--- src/rtl/spchar_pkg.sv ---
package spchar_pkg;
  localparam int MIN_WORD_BITS = 5;
  typedef enum logic [1:0] {
    WLEN_5 = 2'd0,
    WLEN_6 = 2'd1,
    WLEN_7 = 2'd2,
    WLEN_8 = 2'd3
  } wlen_e;
endpackage

--- src/rtl/spchar_cmp.sv ---
module spchar_cmp #(
  parameter int DATA_W = 8
) (
  input  logic [1:0]        wlen,
  input  logic [DATA_W-1:0] char_in,
  input  logic [DATA_W-1:0] match_in,
  output logic [DATA_W-1:0] char_masked,
  output logic              hit
);
  import spchar_pkg::*;
  localparam int BASE = DATA_W - 3;

  logic [DATA_W-1:0] mask;

  // one enable per bit position: bit g takes part when below the word length
  for (genvar g = 0; g < DATA_W; g++) begin : g_mask
    assign mask[g] = (g < BASE + int'(wlen));
  end

  assign char_masked = char_in & mask;
  assign hit         = ((char_in ^ match_in) & mask) == '0;

  always_comb begin
    assert (BASE + 3 >= MIN_WORD_BITS + 3);
  end
endmodule

--- src/rtl/spchar_flag.sv ---
module spchar_flag (
  input  logic clk,
  input  logic rst,
  input  logic set_i,
  input  logic clr_i,
  output logic flag_o
);
  always_ff @(posedge clk) begin
    if (rst)        flag_o <= 1'b0;
    else if (set_i) flag_o <= 1'b1;
    else if (clr_i) flag_o <= 1'b0;
  end

  AST_SET_WINS: assert property (@(posedge clk) disable iff (rst)
    (set_i && clr_i) |=> flag_o);
  AST_FLAG_HOLDS: assert property (@(posedge clk) disable iff (rst)
    (flag_o && !clr_i) |=> flag_o);
  AST_CLEAR_TAKES: assert property (@(posedge clk) disable iff (rst)
    (clr_i && !set_i) |=> !flag_o);
endmodule

--- src/rtl/uart_spchar_detect.sv ---
module uart_spchar_detect #(
  parameter int DATA_W = 8,
  parameter int MODE_W = 4
) (
  input  logic              clk,
  input  logic              rst,
  input  logic              rx_valid,
  input  logic [DATA_W-1:0] rx_char,
  input  logic [1:0]        wlen_sel,
  input  logic              det_en,
  input  logic [MODE_W-1:0] flow_mode,
  input  logic [DATA_W-1:0] match_char,
  input  logic              fifo_full,
  input  logic              flag_clr,
  output logic              fifo_wr,
  output logic [DATA_W-1:0] fifo_data,
  output logic              spchar_flag
);
  localparam int BASE = DATA_W - 3;

  logic [DATA_W-1:0] char_masked;
  logic              char_hit;
  logic              det_set;

  spchar_cmp #(.DATA_W(DATA_W)) u_cmp (
    .wlen        (wlen_sel),
    .char_in     (rx_char),
    .match_in    (match_char),
    .char_masked (char_masked),
    .hit         (char_hit)
  );

  // detection is independent of FIFO room
  assign det_set = rx_valid && det_en && (flow_mode == '0) && char_hit;

  spchar_flag u_flag (
    .clk    (clk),
    .rst    (rst),
    .set_i  (det_set),
    .clr_i  (flag_clr),
    .flag_o (spchar_flag)
  );

  always_ff @(posedge clk) begin
    if (rst) begin
      fifo_wr   <= 1'b0;
      fifo_data <= '0;
    end else begin
      fifo_wr <= rx_valid && !fifo_full;
      if (rx_valid && !fifo_full) fifo_data <= char_masked;
    end
  end

  AST_WR_NEEDS_ROOM: assert property (@(posedge clk) disable iff (rst)
    fifo_wr |-> $past(rx_valid && !fifo_full));
  AST_DATA_MASKED: assert property (@(posedge clk) disable iff (rst)
    fifo_wr |-> ((fifo_data >> (BASE + int'($past(wlen_sel)))) == '0));
  AST_SET_NEEDS_DETECT: assert property (@(posedge clk) disable iff (rst)
    $rose(spchar_flag) |-> $past(rx_valid && det_en && flow_mode == '0));
  AST_FULL_STILL_FLAGS: assert property (@(posedge clk) disable iff (rst)
    (det_set && fifo_full) |=> (spchar_flag && !fifo_wr));
endmodule

--- config.mk ---
export PLATFORM = sky130hd
export DESIGN_NAME = uart_spchar_detect
export DESIGN_NICKNAME = d
export VERILOG_FILES = /design/src/rtl/spchar_pkg.sv /design/src/rtl/spchar_cmp.sv /design/src/rtl/spchar_flag.sv /design/src/rtl/uart_spchar_detect.sv
export SDC_FILE = /design/constraint.sdc
export NUM_CORES = 1
export LEC_CHECK = 0
export BUFFER_PORTS_ARGS = -buffer_cell sky130_fd_sc_hd__buf_2
export CAP_MARGIN = 30
export CORE_AREA = 5 5 42 44
export DETAILED_ROUTE_END_ITERATION = 10
export DIE_AREA = 0 0 47 49
export HOLD_SLACK_MARGIN = 0.15
export PLACE_DENSITY = 0.77
export SYNTH_ARGS = -nofsm -noshare
export SYNTH_HDL_FRONTEND = slang
export SYNTH_SLANG_ARGS = --single-unit
--- constraint.sdc ---
create_clock -name clk -period 1.95 [get_ports clk]
set_clock_uncertainty 0.15 [all_clocks]
set_input_delay 0.39 -clock clk [delete_from_list [all_inputs] [get_ports clk]]
set_output_delay 0.39 -clock clk [all_outputs]
set_load 0.1 [all_outputs]
# After elaboration in Yosys (flattened, before gate mapping)
# Cells that the tools add are included.
# W data, S select, Z words.
# word_totals
input_bits	28
register_bits	10
romBits	0
latch_bits	0
output_inout_bits	10
wordCells	25
n_memories	0
ramBits	0
# op_classes
addsub	1
n_lt_le_gt_ge	8
bitwise	3
div_mod_pow	0
n_reduce_logical	8
multipliers	0
mux	2
shifts	0
eq_ne	0
# op_table
operator	n
$lt A4 B32 Y1 const A	4
$lt A3 B32 Y1 const A	2
$lt A2 B32 Y1 const A	1
$and A8 B8 Y8	2
$logic_not A8 Y1	1
$xor A8 B8 Y8	1
$add A3 B2 Y4 const A	1
$logic_and A1 B1 Y1	4
$logic_not A4 Y1	1
$lt A1 B4 Y1 const A	1
$mux W1	2
$reduce_bool A2 Y1	1
$logic_not A1 Y1	1

# Depth between registers and ports, before layout
# Gate-level depths: netlist (run 1).
# logic_depth
ltp_word	6
mapped_depth	4

# Hierarchy
# A second synthesis (run 1) with hierarchy kept.
# hier_totals
cells_unflattened	63
hier_area_um2	596.8
# by_module_without_submodules
module	instances	seq_area_each_um2	area_each_um2	cells_per_inst
uart_spchar_detect	1	180.2	405.4	39
spchar_cmp	1	0.0	152.6	20
spchar_flag	1	20.0	38.8	4

# Least setup slack after synthesis (run 1)
# OpenSTA, ideal clock, no wires.
# synth_path
path_type	in2reg
start	input port flow_mode[1]
end	register u_flag.flag_o
stages	4
path_buffers	0
t_arrival_ps	1343
path_slack_ps	396
path_cell_list	or4_1 nor4_1 o2111ai_1 nand2_1
# synth_via
elab_chain_len	4
# synth_lines
element	line_no	rtl
start, declared	uart_spchar_detect.sv:11	input logic [MODE_W-1:0] flow_mode,
$logic_not A4 Y1 *	uart_spchar_detect.sv:34	assign det_set = rx_valid && det_en && (flow_mode == '0) && char_hit;
$logic_and A1 B1 Y1 * (2 in a row)	uart_spchar_detect.sv:34	
$mux W1 / $reduce_bool A2 Y1 (equally long branches)	n/a	
end signal, assigned	spchar_flag.sv:9	if (rst) flag_o <= 1'b0;
end signal, assigned	spchar_flag.sv:10	else if (set_i) flag_o <= 1'b1;
end signal, assigned	spchar_flag.sv:11	else if (clr_i) flag_o <= 1'b0;
end, declared	spchar_flag.sv:6	output logic flag_o
# Every way passes the cells marked *; elsewhere a longest branch is shown, timed or not.
# A chain may end at the register's enable or synchronous reset.

# Worst setup path after layout (run 1)
# layout_path
start	register fifo_data[0]
end	output port fifo_data[0]
# layout_rtl
element	line_no	rtl
start, declared	uart_spchar_detect.sv:16	output logic [DATA_W-1:0] fifo_data,
start signal, assigned	uart_spchar_detect.sv:50	if (rx_valid && !fifo_full) fifo_data <= char_masked;
# No word-level cell between the ends.

==> results of run 1 <==
layout by cell type (no fill, tap or decap):
cell	netlist	final
sky130_fd_sc_hd__a21oi_1	9	9
sky130_fd_sc_hd__buf_2	0	37
sky130_fd_sc_hd__buf_4	0	1
sky130_fd_sc_hd__clkbuf_4	0	3
sky130_fd_sc_hd__clkbuf_8	0	1
sky130_fd_sc_hd__dfxtp_1	10	10
sky130_fd_sc_hd__inv_1	1	1
sky130_fd_sc_hd__nand2_1	15	15
sky130_fd_sc_hd__nand2b_1	1	1
sky130_fd_sc_hd__nand3_1	1	1
sky130_fd_sc_hd__nand3b_1	1	1
sky130_fd_sc_hd__nand4_1	1	1
sky130_fd_sc_hd__nor2_1	2	2
sky130_fd_sc_hd__nor2b_1	1	1
sky130_fd_sc_hd__nor3_1	1	1
sky130_fd_sc_hd__nor4_1	1	1
sky130_fd_sc_hd__o2111ai_1	1	1
sky130_fd_sc_hd__o211ai_1	1	1
sky130_fd_sc_hd__o21ai_0	1	1
sky130_fd_sc_hd__or4_1	1	1
sky130_fd_sc_hd__xor2_1	8	8
flip-flops by register name, indices dropped and copies added (netlist names):
signal,count
fifo_data,8
fifo_wr,1
u_flag.flag_o,1
logic make-up after synthesis:
family | after synthesis | synth area share (%)
AOI/OAI and AO/OA | 12 | 14.25
DFF | 10 | 43.01
xor gates and xnor gates | 8 | 15.05
and+or+nand+nor | 25 | 24.46
buffers and inverters | 4 | 3.225
per-layer routing:
layer  global-route usage, %  vias up  part of all wire (%)
met4                   5.530        0                     0
met2                   20.14       28                    48
met3                   5.166        0                    13
met5                       0        -                     0
li1                        -      276                     -
met1                   15.59      250                    40
layout make-up:
cell class                 count  area [µm²]
inverter                       1       3.754
clock buffer                   4       36.28
tap                           16       20.02
sequential                    10       200.2
multi-input combinational     45       250.2
fill                         159       698.2
timing repair buffer          38       192.7
worst paths after layout:
| kind | start | cells after the start | to |
|---|---|---|---|
| worst min register to register | u_flag.flag_o | 2 | u_flag.flag_o |
| worst max register to register | fifo_data[0] | 2 | fifo_data[0] |
| worst min-delay path | flag_clr | 4 | u_flag.flag_o |
| worst max-delay path | fifo_data[0] | 1 | fifo_data[0] |
cells in the mapped netlist (2+ instances only):
cell type                  number
sky130_fd_sc_hd__clkbuf_1       3
sky130_fd_sc_hd__nand2_1       15
sky130_fd_sc_hd__a21oi_1        9
sky130_fd_sc_hd__xor2_1         8
sky130_fd_sc_hd__nor2_1         2
sky130_fd_sc_hd__dfxtp_1       10
power by group through the flow:
stage | clock, mW | combinational, mW | sequential, mW
global placement | 0 | 0.129 | 0.219
detailed placement | 0 | 0.131 | 0.219
floorplan | 0 | 0.0312 | 0.272
finish | 0.186 | 0.131 | 0.215
CTS | 0.188 | 0.132 | 0.215
global route | 0.195 | 0.141 | 0.216
stage by stage:
step	area, µm²	hold slack [ns]	instances	power, mW	worst slack [ns]
6_report	703.2	0.2199	114	0.5315	0.3743
5_1_grt	703.2	0.2421	114	0.5517	0.3498
4_1_cts	703.2	0.2193	114	0.5348	0.3698
3_5_place_dp	666.9	0.2836	110	0.3506	0.2207
3_3_place_gp	666.9	0.2739	110	0.3481	0.2514
2_1_floorplan	465.4	0.3760	59	0.3035	0.3962
worst min-delay path, delay by kind of cell:
family / cells / cell delay (ns)
buffers and inverters: 1 / 0.08
AND/OR/NAND/NOR: 3 / 0.12
==> results list, run 1 <==
- Relative contribution of sequential cells to total power: 40.4%
- Net switching is 31.33% of the power.
- Total of warnings raised by yosys: 0
- After synthesis the cells add up to 465.4 µm².
- Number of top-level design ports: 38
- Switching power of the nets: 0.1665 mW
- CTS HTree Levels: 1
- Counting the buffers created by CTS gives 3.
* Critical path required time: 1.41 ns
- In this run, the number of DRC markers left after iteration 0 of detailed routing was 11.
- In this design, the largest share of critical-path delay is due to buffers and inverters.
- The worst setup path is launched from a flip-flop.
- FF+latch count, synth: 10
- Number of vias after detailed routing: 554
- For the pin with the worst max-slew slack, the measured transition is 0.4905 ns.
* Design internal power: 0.3650 mW
- Area grow syn2layout: 51.08%
- On the critical path, the stage with the largest delay is an instance of sky130_fd_sc_hd__buf_2.
- The synthesized netlist contains 18 unique library cells.
- Once detail routing completed, the nets flagged for antenna violations numbered 0.
- Share of the yosys chip area belonging to registers: 43.01%
* Share of layout cells above drive strength 1: 42.86%
- The flow ran to the end, and the final reports show no timing, DRC or antenna violations.
* Drt drc: 0
- Number of hold buffers added after CTS: 0
- Once layout is complete, the utilization of the core stands at 50.18%.
- Leakage: 0.3540 nW
* Clock edge transition at the registers on the reported setup and hold paths: 0.07 ns
- IR Drop Worst-Case VDD: 0.4171 mV
- In this run the worst hold path is classified as in2reg.
* Synth Net Count: 87
- The number of setup buffers added after CTS is 0.
* Die span in x: 47 µm
- The routed design could run at a clock period as short as 1.576 ns.
* Number of port buffers: 37
- Cell at the root of the clock tree: sky130_fd_sc_hd__clkbuf_4
- Wire per inst: 12.11 µm
- Max-cap violations in this run came to 0.
- Post-synth EDFFs: 0
- Initial antenna violation count: 0
* Routed wire length: 1380 µm
- For this run, the post-layout net count is 127.
- After routing, the total negative slack on setup checks comes to 0 ns.
- Crit-path max FO: 2
* Top cells by area in the synthesized netlist: sky130_fd_sc_hd__dfxtp_1 (43%), sky130_fd_sc_hd__xor2_1 (15%), sky130_fd_sc_hd__nand2_1 (12%)
* Reg-to-reg setup timing slack: 1.18 ns
* Most used flip-flop cell after synthesis: sky130_fd_sc_hd__dfxtp_1
- Global placer's final weighted congestion: 0.7252
* Clk pwr share: 35.0%
- Largest net degree at the start of global routing: 12
- The initial utilization of the core area, before any placement, comes to 33.21%.
- The die covers 0.002303 mm².
- Setup violations remaining at the end of the flow were counted as 0.
* PwrDens: 755.8 mW/mm²
- TritonCTS clock tree: yes
- Maximum cell stage delay along the critical path: 0.43 ns
* Hold violation total from the final report: 0
- Counting flops with an async set or reset pin after synthesis yields a share of 0%.
- Data arrives at the worst endpoint at 1.04 ns.
- Dividing the final minimum period by the clock period gives 80.81%.
- Deepest clock path buffer count: 2
- Sum of buffers and inverters on the critical path: 1
- Post-synth top area cell: sky130_fd_sc_hd__dfxtp_1
- Post_cts resized: 0
* Global-route wire length before repair: 2242 µm
* Fraction of power consumed by combinational cells: 24.6%
- In this run the biggest area consumer among cell types represents 43.01% of the synthesized area.
- Setup repair after global routing left no endpoint under its margin.
- Detailed-routing iteration count for the pre-antenna-repair pass: 4
- Row generation in the floorplan step produced 14 rows.
- Chip height: 49 µm
* Timing-limited maximum frequency: 634.6 MHz
- All-layer global routing usage: 13.08%
- Dividing the detail-routed via count by the number of cells gives 4.860.
* Sum of overflow across all layers after global routing: 0
- CTS saw 10 sinks.
- The max-slew violation total from the final report is 0.
* Count of mapped cells out of synthesis: 59
* Mean cell area of the mapped netlist: 7.889 µm²
- The core region is 0.001401 mm².
- The critical path is of the reg2out type.
* Final HPWL from detailed placement: 1146 µm
* Worst path cell trace: buf_2
- Antenna diode instance count: 0
- STA classifies the critical path endpoint as an output port.
- The number of global-route vias before repair came to 583.
* Worst-case headroom to the max-slew limit: 67.53%
- Clock latency on the worst-skew pair: 0.26 ns
Note: power is estimated with default switching activity, not from simulation.
==> inputs of run 2 (changes only) <==
--- a/config.mk
+++ b/config.mk
@@ -7,11 +7,11 @@
 export LEC_CHECK = 0
 export BUFFER_PORTS_ARGS = -buffer_cell sky130_fd_sc_hd__buf_2
 export CAP_MARGIN = 30
-export CORE_AREA = 5 5 42 44
+export CORE_MARGIN = 5
+export CORE_UTILIZATION = 32
 export DETAILED_ROUTE_END_ITERATION = 10
-export DIE_AREA = 0 0 47 49
 export HOLD_SLACK_MARGIN = 0.15
-export PLACE_DENSITY = 0.77
+export PLACE_DENSITY = 0.75
 export SYNTH_ARGS = -nofsm -noshare
 export SYNTH_HDL_FRONTEND = slang
 export SYNTH_SLANG_ARGS = --single-unit
==> constraint.sdc (replaced) <==
create_clock -name clk -period 1.3 [get_ports clk]
set_clock_uncertainty 0.15 [all_clocks]
set_input_delay 0.26 -clock clk [delete_from_list [all_inputs] [get_ports clk]]
set_output_delay 0.26 -clock clk [all_outputs]
set_load 0.1 [all_outputs]
==> run 2 against run 1 <==
  * Core utilization is 26 points higher
  * Register-to-register slack worse by 0.67 ns
  * Power is 68% higher
  * Non-clock buffer count is 13 higher
  * First-iteration DRC count is 100% higher
  * Hold slack worse by 0.035 ns
  * Combinational power is 110% higher
  * Clock power is 56% higher
  * Final cell count is 11% higher
  * Setup slack worse by 0.33 ns
  * Global-route usage is 2.9 points higher
  * Largest power group unchanged
==> results list, run 2 (same netlist as run 1, synthesis figures left out) <==
* Run status: finished clean
* Crit-path max FO: 2
- Routed wire length: 1621 µm
* Commonest cells after routing, fill and taps aside: sky130_fd_sc_hd__buf_2 (26), sky130_fd_sc_hd__nand2_1 (15), sky130_fd_sc_hd__dlygate4sd3_1 (11)
- Endpoint kind of the worst setup timing path: output port
- In this run, the combinational gates consume 30.4% of the power.
- Timing-limited maximum frequency: 798.9 MHz
- The first detailed-routing pass took 4 iterations.
- STA puts the critical path data arrival time at 0.84 ns.
- For this block, the via count after detailed routing is 626.
* Sequential cell area: 211.5 µm²
- In the final routed layout, each cell accounts on average for 12.87 µm.
- Global placer's final weighted congestion: 0.7790
* PwrDens: 879.6 mW/mm²
* # nets final: 140
- The later pin in the worst-skew pair is clocked with a latency of 0.27 ns.
- For this run, the slowest stage of the critical path takes 0.38 ns.
- STA puts the critical path data required time at 0.89 ns.
* Number of fillers in the final layout: 99
- Routed vias/inst: 4.968
- Of the cells placed in the final design, the portion with a size suffix greater than 1 is 49.55%.
- From bottom edge to top edge, the die measures 48.14 µm.
- Headroom to the max-slew limit came out at 75.27%.
- Crit start category: flip-flop
* Number of gates on the worst path with buffers counted: 1
* Global-route wire length before repair: 2477 µm
* Number of flip-flops under the largest register name: 8
* Ratio of final minimum period to clock period: 96.29%
* Number of pins with negative max-slew slack in the final report: 0
- The region available for standard cell placement spans 0.001334 mm².
- Postcts setup bufs: 0
- Per report_power, the clock group accounts for 32.5% of the total.
- Sum of overflow across all layers after global routing: 0
* Worst Hold Margin: 0.1849 ns
* Number of top-level design ports: 38
- Excluding fillers, the count of instances in the completed layout stands at 126.
- Reg-to-Reg End: fifo_data[1]
- Number of placed instances with taps included: 111
- Area grow syn2layout: 117.7%
- Entering global routing, the biggest net connects 11 pins.
- The initial antenna violation count came to 0.
- Antenna diode instance count: 0
- For the worst flop-to-flop path, the logic depth is 2.
- Detailed placement finished with a half-perimeter wire length of 1173 µm.
- Leakage: 0.4508 nW
- For this design the total switching power over the nets is 0.2793 mW.
- IR Drop Worst-Case VDD: 0.6219 mV
- CTS HTree Levels: 1
- Final setup vio count: 0
- Relative contribution of sequential cells to total power: 37.1%
* Crit path to: spchar_flag
* TritonCTS clock tree: yes
- Broken down by cell family, the worst path's largest delay share belongs to flip-flops.
- Buffers placed on the I/O ports in this run total 37.
* Cell at the root of the clock tree: sky130_fd_sc_hd__clkbuf_4
* Deepest clock path buffer count: 2
- Max-capacitance violation count: 0
* Top Registers: fifo_data (8), fifo_wr (1), u_flag.flag_o (1)
* Floorplan die area: 0.002317 mm²
- The detail route stage leaves a number of antenna-violating nets equal to 0.
* Total number of placement rows: 13
- Crit path from: u_flag.flag_o
* Setup repair after global routing missed its margin: no
- Effective utilization at floorplan: 34.90%
- For the pin with the worst max-slew slack, the measured transition is 0.3709 ns.
- Die span in x: 48.14 µm
- Traced cell by cell, the critical path runs through buf_12.
- Max stage delay cell, worst path: sky130_fd_sc_hd__dfxtp_1
- Footprint of the multi-input gates: 269.0 µm²
- The final number of hold-violating endpoints was 0.
* Worst setup path category: reg2out
* Post-layout min period: 1.252 ns
- Top reg by flops: fifo_data
* Reg-to-reg setup timing slack: 0.51 ns
- For this run, design rule violations remaining after detail routing come to 0.
* Clock edge transition at the registers on the reported setup and hold paths: 0.07 ns
- Across every metal layer, demand over resource in global routing totals 16.00%.
- Switching portion of total power: 31.33%
- Sinks on Clock Net: 10
* Initial DRC Count: 22
- Design internal power: 0.6122 mW
* Sum of buffers and inverters on the critical path: 1
* Number of buffers created by CTS: 3
* Worst hold path class: in2reg
* Vias in the first global route: 619
- Most common library cell in the layout ignoring fill and taps: sky130_fd_sc_hd__buf_2
- The startpoint identified for the worst register-to-register timing path is fifo_data[1].
-- run 2: cell count changes in the layout (fill, tap and decap cells not counted), sizes merged --
cell / before / now
buf: 38 / 40
dlygate4sd3: 0 / 11
-- run 2: worst min path at each step --
stage / endpoint / from / slack, ns / depth (start not counted)
floorplan: fifo_data[0] / rx_char[0] / 0.24 / 2
global placement: fifo_data[5] / fifo_data[5] / 0.31 / 2
detailed placement: fifo_data[5] / fifo_data[5] / 0.31 / 2
CTS: fifo_data[5] / rst / 0.18 / 3
global route: fifo_data[5] / rst / 0.19 / 3
finish: fifo_data[5] / rst / 0.18 / 3
-- run 2: layout make-up --
| class | instances | share of cell area (%) |
|---|---|---|
| repair buffers | 51 | 46.79 |
| multi-input cells | 45 | 26.54 |
| flip-flops and latches | 10 | 20.86 |
| clock buffers | 4 | 3.580 |
| well taps | 15 | 1.852 |
| inverters | 1 | 0.3704 |
-- run 2: per-layer routing --
metal	share of wire [%]	GRT usage [%]	routed length, µm
met5	0	0	0
met4	1.2	9.677	19
met3	12	4.797	192
met2	55	29.69	897
met1	32	15.11	511
-- run 2: per-stage QoR --
stage	cell area (µm²)	utilization [%]	setup TNS, ns	setup slack [ns]	total power [mW]
3_5_place_dp	842.1	63.13	-0.3561	-0.3561	0.5736
3_3_place_gp	842.1	63.13	-0.2538	-0.2538	0.5705
2_1_floorplan	476.7	-	-0.1552	-0.1209	0.4580
5_1_grt	1013	75.99	0	0.01285	0.9325
6_report	1013	75.99	0	0.04823	0.8914
4_1_cts	1013	75.99	0	0.005431	0.8919
-- run 2: power groups by stage --
stage | clock [mW] | sequential (mW) | combinational, mW
6_report | 0.290 | 0.331 | 0.271
5_1_grt | 0.316 | 0.332 | 0.284
4_1_cts | 0.292 | 0.331 | 0.269
3_5_place_dp | 0 | 0.338 | 0.236
3_3_place_gp | 0 | 0.337 | 0.233
2_1_floorplan | 0 | 0.412 | 0.0465
-- run 2: timing repair --
action                                  in CTS  in global routing
hold buffers                                11                  0
resized for setup                            4                  0
pin swaps                                    4                  2
endpoints found under the setup margin       1                  1
endpoints found under the hold margin        9                  0
